$ cat config.mk
export PLATFORM = sky130hd
export DESIGN_NAME = cog_gate
export DESIGN_NICKNAME = d
export VERILOG_FILES = /design/src/rtl/cog_pkg.sv /design/src/rtl/cog_policy.sv /design/src/rtl/cog_tag_cmp.sv /design/src/rtl/cog_first_track.sv /design/src/rtl/cog_gate.sv
export SDC_FILE = /design/constraint.sdc
export NUM_CORES = 1
export LEC_CHECK = 0
export ABC_AREA = 1
export BUFFER_PORTS_ARGS = -buffer_cell sky130_fd_sc_hd__buf_2
export CAP_MARGIN = 20
export CORE_UTILIZATION = 47
export DETAILED_ROUTE_END_ITERATION = 10
export PLACE_DENSITY = 0.76
export SLEW_MARGIN = 20
export SYNTH_ARGS = -nofsm -noshare
export SYNTH_HDL_FRONTEND = slang
export SYNTH_HIERARCHICAL = 1
export SYNTH_SLANG_ARGS = --single-unit
$ cat constraint.sdc
create_clock -name clk -period 1.9 [get_ports clk]
set_input_delay 0.38 -clock clk [delete_from_list [all_inputs] [get_ports clk]]
set_output_delay 0.38 -clock clk [all_outputs]
set_load 0.01 [all_outputs]
$ cat src/rtl/cog_pkg.sv
package cog_pkg;

    // Geometry of the completion and posted-write queues.
    localparam int unsigned TAG_W = 8;
    localparam int unsigned TID_N = 8;
    localparam int unsigned TID_W = (TID_N > 1) ? $clog2(TID_N) : 1;

    typedef logic [TAG_W-1:0] tag_t;
    typedef logic [TID_W-1:0] tid_t;

    // How the head completion is to be ordered against posted writes.
    typedef enum logic [1:0] {
        ORD_STRICT   = 2'd0,
        ORD_RELAX_IF = 2'd1   // relaxed once the first completion went out
    } ord_kind_e;

    // Mode information carried by the completion queue head.
    typedef struct packed {
        logic on_primary;
        logic pcix_mode;
        logic attr_relaxed;
    } cpl_mode_t;

    // Snapshot of the head needed for the ordering decision.
    typedef struct packed {
        logic      valid;
        cpl_mode_t mode;
        tid_t      tid;
        tag_t      fence;
        logic      last;
    } cpl_head_t;

    // A write tag a is older than fence f when (a - f) is negative modulo 2^TAG_W.
    function automatic logic tag_before(input tag_t a, input tag_t f);
        tag_t diff;
        diff = a - f;
        return diff[TAG_W-1];
    endfunction

endpackage

$ cat src/rtl/cog_policy.sv
module cog_policy
    import cog_pkg::*;
(
    input  logic      cfg_relax_en,
    input  cpl_mode_t mode,
    output ord_kind_e kind
);

    logic want_relax;

    always_comb begin
        // Attribute takes precedence for PCI-X requests; config bit otherwise.
        if (mode.pcix_mode)
            want_relax = mode.attr_relaxed;
        else
            want_relax = cfg_relax_en;

        // Only the primary side may ever relax.
        if (mode.on_primary && want_relax)
            kind = ORD_RELAX_IF;
        else
            kind = ORD_STRICT;
    end

endmodule

$ cat src/rtl/cog_tag_cmp.sv
module cog_tag_cmp
    import cog_pkg::*;
(
    input  logic pw_empty,
    input  tag_t pw_oldest_tag,
    input  tag_t fence,
    output logic older_pending
);

    always_comb begin
        older_pending = 1'b0;
        if (!pw_empty)
            older_pending = tag_before(pw_oldest_tag, fence);
    end

endmodule

$ cat src/rtl/cog_first_track.sv
module cog_first_track
    import cog_pkg::*;
(
    input  logic             clk,
    input  logic             rst,
    input  logic             upd_en,
    input  tid_t             upd_tid,
    input  logic             upd_last,
    input  tid_t             rd_tid,
    output logic             rd_done,
    output logic [TID_N-1:0] done_vec
);

    logic [TID_N-1:0] done_q;

    genvar gi;
    generate
        for (gi = 0; gi < TID_N; gi++) begin : g_entry
            always_ff @(posedge clk) begin
                if (rst)
                    done_q[gi] <= 1'b0;
                else if (upd_en && (upd_tid == tid_t'(gi)))
                    done_q[gi] <= !upd_last;
            end
        end
    endgenerate

    assign rd_done  = done_q[rd_tid];
    assign done_vec = done_q;

    // a non-final grant leaves its ID marked
    p_mark_after_first_r6: assert property (@(posedge clk) disable iff (rst)
        (upd_en && !upd_last) |=> done_q[$past(upd_tid)]);

    // a final grant leaves its ID clear
    p_clear_after_last_r7: assert property (@(posedge clk) disable iff (rst)
        (upd_en && upd_last) |=> !done_q[$past(upd_tid)]);

    // reset leaves the table empty
    p_reset_clears_r8: assert property (@(posedge clk)
        $past(rst) |-> (done_q == '0));

endmodule

$ cat src/rtl/cog_gate.sv
module cog_gate
    import cog_pkg::*;
(
    input  logic             clk,
    input  logic             rst,
    input  logic             cfg_relax_en,
    input  logic             cpl_valid,
    input  logic             cpl_on_primary,
    input  logic             cpl_pcix_mode,
    input  logic             cpl_attr_relaxed,
    input  logic [TID_W-1:0] cpl_tid,
    input  logic [TAG_W-1:0] cpl_fence_tag,
    input  logic             cpl_last,
    input  logic             pw_empty,
    input  logic [TAG_W-1:0] pw_oldest_tag,
    output logic             cpl_grant,
    output logic             cpl_stall
);

    cpl_head_t        head;
    ord_kind_e        kind;
    logic             older_pending;
    logic             first_done;
    logic [TID_N-1:0] done_vec;
    logic             may_pass;

    always_comb begin
        head.valid             = cpl_valid;
        head.mode.on_primary   = cpl_on_primary;
        head.mode.pcix_mode    = cpl_pcix_mode;
        head.mode.attr_relaxed = cpl_attr_relaxed;
        head.tid               = cpl_tid;
        head.fence             = cpl_fence_tag;
        head.last              = cpl_last;
    end

    cog_policy u_policy (
        .cfg_relax_en (cfg_relax_en),
        .mode         (head.mode),
        .kind         (kind)
    );

    cog_tag_cmp u_cmp (
        .pw_empty      (pw_empty),
        .pw_oldest_tag (pw_oldest_tag),
        .fence         (head.fence),
        .older_pending (older_pending)
    );

    cog_first_track u_track (
        .clk      (clk),
        .rst      (rst),
        .upd_en   (cpl_grant),
        .upd_tid  (head.tid),
        .upd_last (head.last),
        .rd_tid   (head.tid),
        .rd_done  (first_done),
        .done_vec (done_vec)
    );

    always_comb begin
        may_pass  = (kind == ORD_RELAX_IF) && first_done;
        cpl_grant = head.valid && (!older_pending || may_pass);
        cpl_stall = head.valid && !cpl_grant;
    end

    // nothing is granted without a valid head
    p_no_idle_grant_r8: assert property (@(posedge clk) disable iff (rst)
        !cpl_valid |-> !cpl_grant);

    // conventional request with relaxing off never passes an older write
    p_strict_cfg_r1: assert property (@(posedge clk) disable iff (rst)
        (cpl_grant && !cpl_pcix_mode && !cfg_relax_en) |-> !older_pending);

    // a first completion never passes an older write
    p_first_ordered_r2: assert property (@(posedge clk) disable iff (rst)
        (cpl_grant && !done_vec[cpl_tid]) |-> !older_pending);

    // secondary-side completions never pass an older write
    p_secondary_strict_r3: assert property (@(posedge clk) disable iff (rst)
        (cpl_grant && !cpl_on_primary) |-> !older_pending);

    // PCI-X request with the attribute clear never passes an older write
    p_pcix_attr_strict_r4: assert property (@(posedge clk) disable iff (rst)
        (cpl_grant && cpl_pcix_mode && !cpl_attr_relaxed) |-> !older_pending);

endmodule

==> reports/qor.json <==
{
  "worstHoldEndpoint": {"value": "u_track/done_vec[6]$_SDFFE_PP0P_"},
  "detailedRoute.firstIterationViolations": {"value": 15},
  "power_per_cell_area": {"value": 467, "unit": "nW/um^2"},
  "largest_register_ff_count": {"value": 8},
  "setup.worst_path.start_class": {"value": "primary input"},
  "critical_path_arrival": {"value": 1.58, "unit": "ns"},
  "timing.fmax": {"value": 509, "unit": "MHz"},
  "fp.dieArea": {"value": 1760, "unit": "sq um"},
  "synthDistinctLibCells": {"value": 15},
  "grt_pass1_vias": {"value": 775},
  "tritoncts_num_sinks": {"value": 8},
  "wl_per_cell": {"value": 11.8, "unit": "microns"},
  "regToRegSetupSlack": {"value": 0.23, "unit": "ns"},
  "failed_checks": {"value": "negative setup slack"},
  "reg2reg_from": {"value": "u_track/done_vec[5]$_SDFFE_PP0P_"},
  "worst-endpoint-required": {"value": 1.52, "unit": "ns"},
  "drc": {"value": 0},
  "ctsRootBufferMaster": {"value": "clkbuf_4"},
  "path_class": {"value": "in -> out"},
  "num_vias": {"value": 880},
  "post_synth_inst_count": {"value": 132},
  "unrepaired_setup_endpoints_after_global_routing": {"value": "yes"},
  "p_int": {"value": 0.335, "unit": "mW"},
  "sw_frac_of_total": {"value": 34.4, "unit": "%"},
  "antenna_violations_before_repair": {"value": 0},
  "tritoncts": {"value": "yes"},
  "synth_seq_cells": {"value": 8},
  "place.detailed.hpwl": {"value": 1270, "unit": "microns"},
  "grt_pass1_wl": {"value": 2990, "unit": "microns"},
  "crit_path_end_kind": {"value": "output pin"},
  "routabilityCongestion": {"value": 0.811},
  "detail_route.vias_per_cell": {"value": 4.92},
  "p_sw": {"value": 0.176, "unit": "mW"},
  "placement_row_count": {"value": 14},
  "p_clk_share": {"value": 25.6, "unit": "%"},
  "worst_min_path_start": {"value": "u_track/done_vec[6]$_SDFFE_PP0P_"},
  "numCtsBuffers": {"value": 3},
  "max-cap-violations": {"value": 0},
  "cp_max_fo": {"value": 2},
  "start_util": {"value": 49.8, "unit": "%"},
  "cts-htree-levels": {"value": 1},
  "floorplan.io_pins": {"value": 30},
  "core": {"value": 1510, "unit": "sq um"},
  "detail_route.wirelength": {"value": 2110, "unit": "microns"},
  "dr.pass1.iters": {"value": 4},
  "drive_gt1_share": {"value": 42.3, "unit": "%"},
  "die-height": {"value": 42.0, "unit": "microns"},
  "status": {"value": "finished with violations"},
  "seq_area_frac_synth": {"value": 21.3, "unit": "%"},
  "hold_class": {"value": "reg -> reg"},
  "comb_power_share": {"value": 39.9, "unit": "%"},
  "min_path_cells": {"value": 2},
  "number_of_antenna_repair_diodes": {"value": 0},
  "port-buffer-count": {"value": 29},
  "largest_net_degree_at_the_start_of_global_routing": {"value": 10},
  "cts-root-to-sink-buffers": {"value": 2},
  "postRouteAntennaNets": {"value": 0},
  "fin_nets": {"value": 199},
  "synth.net_count": {"value": 166},
  "syn_to_final_growth": {"value": 45.7, "unit": "%"},
  "r2r_cells": {"value": 14},
  "min_period_over_period": {"value": 103, "unit": "%"},
  "groute.usage.overall": {"value": 21.5, "unit": "%"},
  "final.setup_skew": {"value": 0.00301, "unit": "ns"},
  "r2r_end": {"value": "u_track/done_vec[1]$_SDFFE_PP0P_"},
  "global_route.overflow_total": {"value": 0},
  "leakagePower": {"value": 0.575, "unit": "nW"},
  "finalCriticalPeriod": {"value": 1.96, "unit": "ns"},
  "power.share.sequential": {"value": 34.6, "unit": "%"},
  "worst_skew_pair.late_latency": {"value": 0.25, "unit": "ns"},
  "fin_hold_ws": {"value": 0.478, "unit": "ns"},
  "fin_tns_setup": {"value": -0.0976, "unit": "ns"},
  "clk_pin_slew_worst_paths": {"value": 0.06, "unit": "ns"},
  "peakVddDrop": {"value": 0.343, "unit": "mV"},
  "report.final.slew_viol_count": {"value": 0},
  "yosysWarningCount": {"value": 6},
  "setup_viol_count_final": {"value": 3},
  "synthesis.area_per_instance": {"value": 5.69, "unit": "sq um"},
  "mappedNetlistArea": {"value": 751, "unit": "sq um"},
  "die_w": {"value": 42.0, "unit": "microns"},
  "setup_slack": {"value": -0.0630, "unit": "ns"},
  "timing.final.hold_violations": {"value": 0}
}
repair_timing:
item,4_1_cts,5_1_grt
hold buffers,0,0
buffers inserted,1,0
setup endpoints to repair,2,9
pin swaps,11,16
resized for setup,11,25
layout by cell type, fill, tap and decap left out, types with 2 or more instances in the layout:
cell / Yosys / final
a21oi_1: 9 / 7
a21oi_2: 2 / 3
buf_2: 1 / 25
buf_6: 0 / 4
clkbuf_4: 0 / 3
dfxtp_1: 8 / 8
ha_4: 0 / 5
inv_1: 32 / 25
inv_2: 0 / 6
nand2_1: 39 / 31
nand2_2: 0 / 8
nand3_1: 12 / 7
nand3_2: 1 / 6
nor2_1: 16 / 14
nor2_2: 2 / 3
nor2_4: 1 / 2
metrics by stage:
step           area [sq um]  utilization, %  worst slack (ns)  power (mW)  std cells
6_report               1090            72.6           -0.0630       0.511        179
5_1_grt                1090            72.6            -0.114       0.544        179
4_1_cts                1000            66.4           -0.0175       0.472        179
3_5_place_dp            903            60.0            -0.110       0.322        175
3_3_place_gp            903            60.0           -0.0632       0.318        175
2_1_floorplan           751               -            0.0434       0.272        132
critical path, cell delays in order:
cell and delay [ns]:
buf_2 0.09, inv_2 0.04, ha_4 0.27, nand2_1 0.08, nor2_2 0.11, nand2_2 0.08, a21oi_2 0.18, nor2_4 0.06
a21oi_2 0.15, buf_2 0.15
synth_stat cells (all sizes together):
cell type	n	area (sq um)
conb	1	3.75
nor2	19	83.8
xor2	1	16.3
dfxtp	8	160
nand2	39	146
nand3	13	70.1
ha	6	75.1
a21oi	11	62.6
inv	32	120
buf	2	12.5
layer usage:
layer  share of wire [%]  GRT usage, %  vias to the layer above  wire length [microns]
met5                   0             0                        -                      0
met4                0.99          10.3                        0                     21
met3                 5.4          1.30                        4                    114
met2                  54          35.9                       36                   1150
met1                  39          28.0                      386                    829
li1                    -             -                      454                      -
power by group through the flow:
| stage | Clock, mW | Sequential [mW] | Combinational (mW) |
|---|---|---|---|
| floorplan | 0 | 0.179 | 0.0925 |
| detailed placement | 0 | 0.180 | 0.142 |
| global route | 0.141 | 0.177 | 0.225 |
| CTS | 0.135 | 0.176 | 0.160 |
| finish | 0.131 | 0.177 | 0.204 |
| global placement | 0 | 0.180 | 0.138 |
cell families (layout without fill, tap and decap cells):
logic type	after synthesis	after routing	share of synthesized area (%)
adder cells (fa/ha/maj)	6	6	10.0
AND/OR/NAND/NOR	71	71	40.0
flip-flops	8	8	21.3
buffers and inverters	34	65	17.7
other	1	1	0.500
XOR/XNOR	1	1	2.17
AO/OA/AOI/OAI	11	11	8.33
worst max-delay path by stage:
stage,startpoint,endpoint,depth (start not counted)
global route,pw_oldest_tag[6],cpl_grant,9
floorplan,cpl_fence_tag[6],u_track/done_vec[1]$_SDFFE_PP0P_,14
CTS,pw_oldest_tag[5],cpl_stall,10
detailed placement,pw_oldest_tag[6],u_track/done_vec[6]$_SDFFE_PP0P_,14
finish,cpl_fence_tag[4],cpl_grant,10
global placement,pw_oldest_tag[6],u_track/done_vec[5]$_SDFFE_PP0P_,14
layout make-up:
| type | instances | area (sq um) |
|---|---|---|
| inverter | 32 | 123 |
| tap | 16 | 20.0 |
| multi-input combinational | 90 | 591 |
| timing repair buffer | 30 | 178 |
| sequential | 8 | 160 |
| clock buffer | 3 | 22.5 |
| fill | 134 | 413 |
Note: power is estimated with default switching activity, not from simulation.
